### src/rtl/imm_aug_pkg.sv
package imm_aug_pkg;
  localparam int WORD_W  = 32;
  localparam int IMM_W   = 9;
  localparam int AUG_W   = WORD_W - IMM_W;
  localparam int COND_W  = 4;
  localparam int TAG_W   = 4;
  localparam int N_KIND  = 2;

  // Field positions derived from the widths above
  localparam int S_LO     = 0;
  localparam int D_LO     = IMM_W;
  localparam int SIMM_BIT = 2 * IMM_W;
  localparam int DIMM_BIT = 2 * IMM_W + 1;
  localparam int KIND_BIT = AUG_W;
  localparam int TAG_LO   = AUG_W + 1;
  localparam int COND_LO  = WORD_W - COND_W;

  localparam logic [TAG_W-1:0]  PFX_TAG  = '1;
  localparam logic [COND_W-1:0] COND_RET = '0;

  typedef enum logic {KIND_SRC = 1'b0, KIND_DST = 1'b1} aug_kind_e;
endpackage

### src/rtl/imm_aug_cond.sv
module imm_aug_cond
  import imm_aug_pkg::*;
(
  input  logic [COND_W-1:0] cond,
  input  logic              c_flag,
  input  logic              z_flag,
  input  logic              skip,
  output logic              exec,
  output logic              ret
);
  logic ret_code;
  logic table_hit;

  always_comb begin
    ret_code  = (cond == COND_RET);
    table_hit = cond[{c_flag, z_flag}];
    exec      = (ret_code || table_hit) && !skip;
    ret       = ret_code;
  end
endmodule

### src/rtl/imm_aug_decode.sv
module imm_aug_decode
  import imm_aug_pkg::*;
(
  input  logic [WORD_W-1:0] insn,
  output logic              is_prefix,
  output aug_kind_e         pfx_kind,
  output logic [AUG_W-1:0]  payload,
  output logic [N_KIND-1:0] use_imm,
  output logic [IMM_W-1:0]  field_s,
  output logic [IMM_W-1:0]  field_d
);
  always_comb begin
    is_prefix = (insn[TAG_LO +: TAG_W] == PFX_TAG);
    pfx_kind  = aug_kind_e'(insn[KIND_BIT]);
    payload   = insn[AUG_W-1:0];
    use_imm[KIND_SRC] = !is_prefix && insn[SIMM_BIT];
    use_imm[KIND_DST] = !is_prefix && insn[DIMM_BIT];
    field_s   = insn[S_LO +: IMM_W];
    field_d   = insn[D_LO +: IMM_W];
  end
endmodule

### src/rtl/imm_aug_queue.sv
module imm_aug_queue
  import imm_aug_pkg::*;
(
  input  logic             clk,
  input  logic             rst,
  input  logic             load,
  input  logic             consume,
  input  logic [AUG_W-1:0] load_data,
  output logic             pend,
  output logic [AUG_W-1:0] data
);
  always_ff @(posedge clk) begin
    if (rst) begin
      pend <= 1'b0;
      data <= '0;
    end else if (load) begin
      pend <= 1'b1;
      data <= load_data;
    end else if (consume) begin
      pend <= 1'b0;
    end
  end
endmodule

### src/rtl/imm_aug_join.sv
module imm_aug_join
  import imm_aug_pkg::*;
(
  input  logic              use_imm,
  input  logic              pend,
  input  logic [AUG_W-1:0]  data,
  input  logic [IMM_W-1:0]  field,
  output logic [WORD_W-1:0] operand
);
  always_comb begin
    operand = {((use_imm && pend) ? data : {AUG_W{1'b0}}), field};
  end
endmodule

### src/rtl/imm_aug_unit.sv
module imm_aug_unit
  import imm_aug_pkg::*;
(
  input  logic              clk,
  input  logic              rst,
  input  logic              in_valid,
  input  logic [WORD_W-1:0] in_insn,
  input  logic              in_c,
  input  logic              in_z,
  input  logic              in_skip,
  output logic              out_valid,
  output logic              out_exec,
  output logic              out_ret,
  output logic              out_is_prefix,
  output logic [WORD_W-1:0] out_src,
  output logic [WORD_W-1:0] out_dst
);
  logic              exec, ret;
  logic              is_prefix;
  aug_kind_e         pfx_kind;
  logic [AUG_W-1:0]  payload;
  logic [N_KIND-1:0] use_imm;
  logic [IMM_W-1:0]  field_s, field_d;
  logic [IMM_W-1:0]  fields  [N_KIND];
  logic [N_KIND-1:0] q_pend;
  logic [AUG_W-1:0]  q_data  [N_KIND];
  logic [WORD_W-1:0] operand [N_KIND];

  imm_aug_cond u_cond (
    .cond   (in_insn[COND_LO +: COND_W]),
    .c_flag (in_c),
    .z_flag (in_z),
    .skip   (in_skip),
    .exec   (exec),
    .ret    (ret)
  );

  imm_aug_decode u_dec (
    .insn      (in_insn),
    .is_prefix (is_prefix),
    .pfx_kind  (pfx_kind),
    .payload   (payload),
    .use_imm   (use_imm),
    .field_s   (field_s),
    .field_d   (field_d)
  );

  assign fields[KIND_SRC] = field_s;
  assign fields[KIND_DST] = field_d;

  for (genvar k = 0; k < N_KIND; k++) begin : g_kind
    logic do_load, do_consume;
    assign do_load    = in_valid && exec && is_prefix && (pfx_kind == aug_kind_e'(k));
    assign do_consume = in_valid && exec && use_imm[k];

    imm_aug_queue u_q (
      .clk       (clk),
      .rst       (rst),
      .load      (do_load),
      .consume   (do_consume),
      .load_data (payload),
      .pend      (q_pend[k]),
      .data      (q_data[k])
    );

    imm_aug_join u_join (
      .use_imm (use_imm[k]),
      .pend    (q_pend[k]),
      .data    (q_data[k]),
      .field   (fields[k]),
      .operand (operand[k])
    );
  end

  always_ff @(posedge clk) begin
    if (rst) begin
      out_valid     <= 1'b0;
      out_exec      <= 1'b0;
      out_ret       <= 1'b0;
      out_is_prefix <= 1'b0;
      out_src       <= '0;
      out_dst       <= '0;
    end else begin
      out_valid <= in_valid;
      if (in_valid) begin
        out_exec      <= exec;
        out_ret       <= ret;
        out_is_prefix <= is_prefix;
        out_src       <= operand[KIND_SRC];
        out_dst       <= operand[KIND_DST];
      end
    end
  end
endmodule

### config.mk
export PLATFORM = sky130hd
export DESIGN_NAME = imm_aug_unit
export DESIGN_NICKNAME = d
export VERILOG_FILES = /design/src/rtl/imm_aug_pkg.sv /design/src/rtl/imm_aug_cond.sv /design/src/rtl/imm_aug_decode.sv /design/src/rtl/imm_aug_queue.sv /design/src/rtl/imm_aug_join.sv /design/src/rtl/imm_aug_unit.sv
export SDC_FILE = /design/constraint.sdc
export NUM_CORES = 1
export LEC_CHECK = 0
export CAP_MARGIN = 20
export CORE_UTILIZATION = 50
export CTS_CLUSTER_DIAMETER = 150
export DETAILED_ROUTE_END_ITERATION = 12
export PLACE_DENSITY_LB_ADDON = 0.05
export RECOVER_POWER = 100
export SLEW_MARGIN = 25
export SYNTH_ARGS = -nofsm -noshare
export SYNTH_HDL_FRONTEND = slang
export SYNTH_HIERARCHICAL = 1
export SYNTH_SLANG_ARGS = --single-unit
export TNS_END_PERCENT = 20
### constraint.sdc
create_clock -name clk -period 4.07 [get_ports clk]
set_input_delay 1.221 -clock clk [delete_from_list [all_inputs] [get_ports clk]]
set_output_delay 1.221 -clock clk [all_outputs]
set_load 0.02 [all_outputs]
# Yosys cells after proc, flatten, opt, wreduce, memory -nomap -nowiden
# Cells that the tools add are included.
[op_classes] n_bitwise=1 order_cmp=1 n_eq_ne=1 mux=8 n_reduce_logical=17
[ops] cell="$mux W23" count=2
[ops] cell="$logic_and A1 B1 Y1" count=11
[ops] cell="$mux W1" count=5
[ops] cell="$eq A4 B4 Y1 const B" count=1
[ops] cell="$logic_not A4 Y1" count=1
[ops] cell="$reduce_bool A2 Y1" count=2
[ops] cell="$lt A2 B3 Y1 const B" count=1
[ops] cell="$bmux W1 S2" count=1
[ops] cell="$logic_not A1 Y1" count=2
[ops] cell="$logic_or A1 B1 Y1" count=1
[ops] cell="$not A1 Y1" count=1
[word_totals] ff_bits=116 input_bits=38 out_inout_bits=68 elab_cells=38

# Longest topological paths before layout
# Gate-level depths: netlist of the first run.
[depth] word_depth=8 depth_mapped=8 mapped_depth_nobuf=6

# Hierarchy
# Netlist of the first run, hierarchy kept.
[modules_own_cells] module="imm_aug_unit" area_each_um2=2481.1 cells_each=225 n_inst=1
[modules_own_cells] module="imm_aug_queue" area_each_um2=872.1 cells_each=78 n_inst=2
[modules_own_cells] module="imm_aug_join" area_each_um2=247.7 cells_each=36 n_inst=2
[modules_own_cells] module="imm_aug_decode" area_each_um2=337.8 cells_each=46 n_inst=1
[modules_own_cells] module="imm_aug_cond" area_each_um2=38.8 cells_each=3 n_inst=1

# Worst setup path after synthesis of the first run
# Ideal clock, no wire load.
[synth_timing] path_type="input port to flip-flop" startpoint="in in_c" endpoint="reg g_kind[0].u_q.data[10]" path_slack_ns=1.471 path_buffers=2 setup_time_ns=0.128 arrival_ns=2.472 cell_stages=8 cell_sequence="mux4_2 > o21ba_1 > nand3_1 > nor2_1 > buf_6 > buf_12 > mux2i_1 > nor2_1"
[synth_via] elab_chain_len=7
[synth_lines] element="from (decl)" line_no="imm_aug_unit.sv:8" text="input logic in_c,"
[synth_lines] element="$bmux W1 S2" line_no="imm_aug_cond.sv:16" text="table_hit = cond[{c_flag, z_flag}];"
[synth_lines] element="$mux W1 (implied by the code)" line_no="imm_aug_cond.sv:16"
[synth_lines] element="$logic_or A1 B1 Y1" line_no="imm_aug_cond.sv:17" text="exec = (ret_code || table_hit) && !skip;"
[synth_lines] element="$logic_and A1 B1 Y1" line_no="imm_aug_cond.sv:17"
[synth_lines] element="via exec" line_no="imm_aug_unit.sv:18" text="logic exec, ret;"
[synth_lines] element="$logic_and A1 B1 Y1 (3 in series)" line_no="imm_aug_unit.sv:53" text="assign do_load = in_valid && exec && is_prefix && (pfx_kind == aug_kind_e'(k));"
[synth_lines] element="via g_kind[0].do_load" line_no="imm_aug_unit.sv:52" text="logic do_load, do_consume;"
[synth_lines] element="to (signal assigned)" line_no="imm_aug_queue.sv:18" text="data <= load_data;"
[synth_lines] element="to (decl)" line_no="imm_aug_queue.sv:10" text="output logic [AUG_W-1:0] data"
# The timed path passes the listed nets, and every way through them passes these cells. The select of a mux whose other input is x is not followed.
# A chain may end at the register's enable or synchronous reset.

# Final worst setup path of the first run
[layout_timing] startpoint="in in_insn[29]" endpoint="reg g_kind[1].u_q.data[16]"
[layout_lines] element="from (decl)" line_no="imm_aug_unit.sv:7" text="input logic [WORD_W-1:0] in_insn,"
[layout_lines] element="$logic_not A4 Y1" line_no="imm_aug_cond.sv:15" text="ret_code = (cond == COND_RET);"
[layout_lines] element="via ret" line_no="imm_aug_unit.sv:18"
[layout_lines] element="$logic_or A1 B1 Y1" line_no="imm_aug_cond.sv:17"
[layout_lines] element="$logic_and A1 B1 Y1" line_no="imm_aug_cond.sv:17"
[layout_lines] element="via exec" line_no="imm_aug_unit.sv:18"
[layout_lines] element="$logic_and A1 B1 Y1 (3 in series)" line_no="imm_aug_unit.sv:53"
[layout_lines] element="via g_kind[1].do_load" line_no="imm_aug_unit.sv:52"
[layout_lines] element="to (signal assigned)" line_no="imm_aug_queue.sv:18"
[layout_lines] element="to (decl)" line_no="imm_aug_queue.sv:10"
# The timed path passes the listed nets, and every way through them passes these cells. The select of a mux whose other input is x is not followed.

==> results_tabular.tex, run 1 <==
\begin{tabular}{lr}
\hline
Metric & Value \\
\hline
\multicolumn{2}{l}{\textbf{Placed design}} \\
\quad RD Place Congestion & 0.751 \\
\quad Buffers added on ports & 105 \\
\quad HPWL after detailed placement & 6.46 mm \\
\quad Pre-CTS setup slack & 0.325 ns \\
\quad Instance area after placement & 5550 um2 \\
\multicolumn{2}{l}{\textbf{Critical path}} \\
\quad Worst Setup Start Kind & input port \\
\quad Worst r2r dst & out\_dst[27] \\
\quad Worst Setup SP & in\_insn[29] \\
\quad Kind of critical path & input port to flip-flop \\
\quad Critical path destination & g\_kind[1].u\_q/data[16] \\
\quad Required time of the critical path & 4.36 ns \\
\quad R2R Setup Slk & 2.71 ns \\
\quad Endpoint type of the worst setup path & flip-flop \\
\quad Maximum fanout count along the critical path & 24 \\
\quad Crit path DAT & 3.80 ns \\
\quad Reg2Reg Launch Point & g\_kind[1].u\_q/pend \\
\quad Reg2reg path depth & 3 \\
\multicolumn{2}{l}{\textbf{Timing}} \\
\quad Slew margin rel. & -0.516 \\
\quad Number of setup violations in the final report & 0 \\
\quad Total count of max-transition violations in the final report & 117 \\
\quad Transition at the pin with the smallest max-transition slack & 2.27 ns \\
\quad Final cycle utilization of the critical path & 0.861 \\
\quad Worst setup skew after layout & 0.00640 ns \\
\quad Aggregate negative setup slack & 0 ns \\
\quad Post-layout minimum cycle time & 3.50 ns \\
\quad Unrepaired setup endpoints after global routing & false \\
\quad Count of endpoints failing hold in the final timing report & 0 \\
\quad Highest attainable clock frequency & 0.285 GHz \\
\quad Crit path setup slack, layout & 0.565 ns \\
\multicolumn{2}{l}{\textbf{Yosys}} \\
\quad Netlist area before placement & 5100 um2 \\
\quad Register area share after synthesis & 0.456 \\
\quad YS warnings & 6 \\
\quad Number of standard cells after synthesis & 502 \\
\quad Synthesized area divided by synthesized cell count & 10.2 um2 \\
\quad Syn Nets & 540 \\
\quad Number of library cell types mapped by synthesis & 22 \\
\quad Flop and latch count out of synthesis & 116 \\
\multicolumn{2}{l}{\textbf{Clock tree}} \\
\quad CTS max path bufs & 2 \\
\quad H-tree level count & 4 \\
\quad TritonCTS Sinks & 116 \\
\quad CTS buffer count & 17 \\
\quad Number of buffers inserted by post-CTS setup repair & 0 \\
\quad Clock tree from TritonCTS & yes \\
\quad Clock Tree Root & sky130\_fd\_sc\_hd\_\_clkbuf\_8 \\
\quad CTS resizes & 0 \\
\quad Number of buffers inserted by hold repair at cts & 0 \\
\quad Clock Pin Slew Worst Setup and Hold Paths & 0.06 ns \\
\quad Clock latency on the worst-skew pair & 0.51 ns \\
\multicolumn{2}{l}{\textbf{Drt}} \\
\quad Antenna violation net count after detailed routing & 0 \\
\quad Post-detailed-routing wire length & 10.3 mm \\
\quad Routed wire per std cell & 15.1 um \\
\quad Number of DRC violations after detailed-routing iteration 0 & 71 \\
\quad Remaining DRCs & 0 \\
\quad Total via count after detailed routing & 3349 \\
\quad Ratio of routed vias to standard cells & 4.92 \\
\quad Number of detailed-routing iterations run before antenna repair & 4 \\
\multicolumn{2}{l}{\textbf{Final layout}} \\
\quad Area delta synth->final & 21.6\% \\
\quad Fraction of layout instances using a drive strength above 1 & 0.0839 \\
\quad Number of antenna diodes & 0 \\
\quad Fill count & 845 \\
\quad Reg area & 2320 um2 \\
\quad Multi-input logic area & 1980 um2 \\
\quad Post-layout instance area & 6200 um2 \\
\quad Number of nets in the finished design & 573 \\
\multicolumn{2}{l}{\textbf{Global route}} \\
\quad Pin count of the biggest net entering global routing & 117 \\
\quad All-Layer GR Usage & 0.202 \\
\quad Initial antenna violation count & 0 \\
\quad Wire length of the first global-routing pass & 16.0 mm \\
\quad Vias in the first global route & 3100 \\
\quad Total overflow reported by the global router & 0 \\
\multicolumn{2}{l}{\textbf{Floorplanning}} \\
\quad Starting density of the core & 0.519 \\
\quad Vert. Die Dim & 103 um \\
\quad I/O pin count & 106 \\
\quad Core region area & 9820 um2 \\
\quad Row count & 36 \\
\quad Chip Width & 103 um \\
\quad Die area & 10600 um2 \\
\multicolumn{2}{l}{\textbf{Flow run}} \\
\quad Number of max-cap violations & 1 \\
\multicolumn{2}{l}{\textbf{Hold path}} \\
\quad Worst hold path class & flip-flop to flip-flop \\
\multicolumn{2}{l}{\textbf{Pwr}} \\
\quad Final Total Pwr & 2.95 mW \\
\quad P\_leak & 2.82 nW \\
\quad Worst ir drop on vdd & 0.000344 V \\
\quad Power per cell area & 475 nW/um2 \\
\multicolumn{2}{l}{\textbf{Status}} \\
\quad Status & finished, violations left \\
\quad Failing checks & max-capacitance violations, max-slew violations \\
\hline
\end{tabular}
==> layout by cell type (no fill, tap or decap) <==
cell / instances
sky130_fd_sc_hd__a21oi_1: 2
sky130_fd_sc_hd__and2_1: 2
sky130_fd_sc_hd__and3_1: 42
sky130_fd_sc_hd__and3_2: 6
sky130_fd_sc_hd__buf_4: 3
sky130_fd_sc_hd__bufinv_16: 5
sky130_fd_sc_hd__clkbuf_16: 16
sky130_fd_sc_hd__clkbuf_2: 2
sky130_fd_sc_hd__clkbuf_8: 2
sky130_fd_sc_hd__clkdlybuf4s50_1: 34
sky130_fd_sc_hd__clkinv_4: 1
sky130_fd_sc_hd__clkinvlp_4: 4
sky130_fd_sc_hd__dfxtp_1: 116
sky130_fd_sc_hd__dlygate4sd3_1: 69
sky130_fd_sc_hd__inv_1: 4
sky130_fd_sc_hd__inv_6: 4
sky130_fd_sc_hd__mux2i_1: 113
sky130_fd_sc_hd__mux4_2: 1
sky130_fd_sc_hd__nand2b_1: 2
sky130_fd_sc_hd__nand3_1: 1
sky130_fd_sc_hd__nand4_1: 1
sky130_fd_sc_hd__nor2_1: 113
sky130_fd_sc_hd__nor2_4: 2
sky130_fd_sc_hd__nor2b_1: 1
sky130_fd_sc_hd__nor4_1: 1
sky130_fd_sc_hd__o21ba_1: 1
==> cell usage after synthesis (all sizes together) <==
| library cell | n | area share |
|---|---|---|
| inv | 4 | 0.0029 |
| nand3 | 1 | 0.00098 |
| and2 | 2 | 0.0025 |
| nor2b | 1 | 0.0012 |
| clkbuf | 7 | 0.0071 |
| a21oi | 2 | 0.0020 |
| dfxtp | 116 | 0.46 |
| mux4 | 1 | 0.0044 |
| nand4 | 1 | 0.0012 |
| and3 | 48 | 0.060 |
| nor4 | 1 | 0.0012 |
| buf | 87 | 0.15 |
| o21ba | 1 | 0.0020 |
| nor2 | 115 | 0.085 |
| nand2b | 2 | 0.0025 |
| mux2i | 113 | 0.22 |
==> where the power goes <==
part           switching [mW]  total [mW]  internal, mW
combinational          0.0862       0.160        0.0736
sequential            0.00588        1.15          1.15
clock                   0.550        1.63          1.08
total                   0.642        2.95          2.30
==> worst min-delay path by stage <==
stage                                  end  cells after the start                   start
CTS                 g_kind[1].u_q/data[12]                      2  g_kind[1].u_q/data[12]
global placement    g_kind[1].u_q/data[14]                      2  g_kind[1].u_q/data[14]
global route                   out_src[13]                      2             out_src[13]
detailed placement  g_kind[1].u_q/data[13]                      2  g_kind[1].u_q/data[13]
floorplan            g_kind[0].u_q/data[0]                      2   g_kind[0].u_q/data[0]
finish                          out_src[2]                      2              out_src[2]
==> cell type report <==
type,instances,share of cell area
Clock inverter,14,0.0361
Sequential cell,116,0.375
Multi-Input combinational cell,288,0.319
Inverter,4,0.00242
Clock buffer,18,0.0691
Timing Repair Buffer,108,0.172
Tap cell,133,0.0269
==> routing by layer <==
| layer | routed length [um] | vias up | global-route usage |
|---|---|---|---|
| met5 | 0 | - | 0 |
| met4 | 126 | 0 | 0.0683 |
| met3 | 442 | 12 | 0.0597 |
| met2 | 5300 | 71 | 0.350 |
| met1 | 4430 | 1584 | 0.239 |
| li1 | - | 1682 | - |
==> cell families (layout without fill, tap and decap cells) <==
family	count (synthesis)	count (layout)	synth area share
AND/OR/NAND/NOR	171	171	0.155
flip-flops	116	116	0.456
multiplexers	114	114	0.226
buffers and inverters	98	144	0.160
AO/OA/AOI/OAI	3	3	0.00393
==> registers in the layout (all words and copies together), names as in the netlist <==
signal,flops
g_kind.u_q/pend,2
out_ret,1
out_src,32
out_exec,1
out_valid,1
g_kind.u_q/data,46
out_dst,32
out_is_prefix,1
==> critical path, stage by stage <==
cell and delay (ns):
sky130_fd_sc_hd__dlygate4sd3_1 0.55, sky130_fd_sc_hd__nor4_1 0.42, sky130_fd_sc_hd__o21ba_1 0.26, sky130_fd_sc_hd__nand3_1 0.20, sky130_fd_sc_hd__nor2_4 0.12, sky130_fd_sc_hd__clkbuf_2 0.62, sky130_fd_sc_hd__mux2i_1 0.31, sky130_fd_sc_hd__nor2_1 0.08
==> per-stage QoR <==
| step | hold slack [ns] | cells | utilization |
|---|---|---|---|
| after floorplan | 0.452 | 502 | - |
| after CTS | 0.491 | 681 | 0.632 |
| after detailed placement | 0.475 | 649 | 0.565 |
| after global routing | 0.510 | 681 | 0.631 |
| after global placement | 0.467 | 649 | 0.565 |
| final | 0.484 | 681 | 0.631 |
Power figures use the tool's default switching activity.
==> inputs of run 2 (changes only) <==
--- a/config.mk
+++ b/config.mk
@@ -8,6 +8,7 @@
 export CAP_MARGIN = 20
 export CORE_UTILIZATION = 50
 export CTS_CLUSTER_DIAMETER = 150
+export CTS_CLUSTER_SIZE = 14
 export DETAILED_ROUTE_END_ITERATION = 12
 export PLACE_DENSITY_LB_ADDON = 0.05
 export RECOVER_POWER = 100
==> results of run 2 <==
Same layout as run 1: the final DEF is identical, and so are final timing and power.
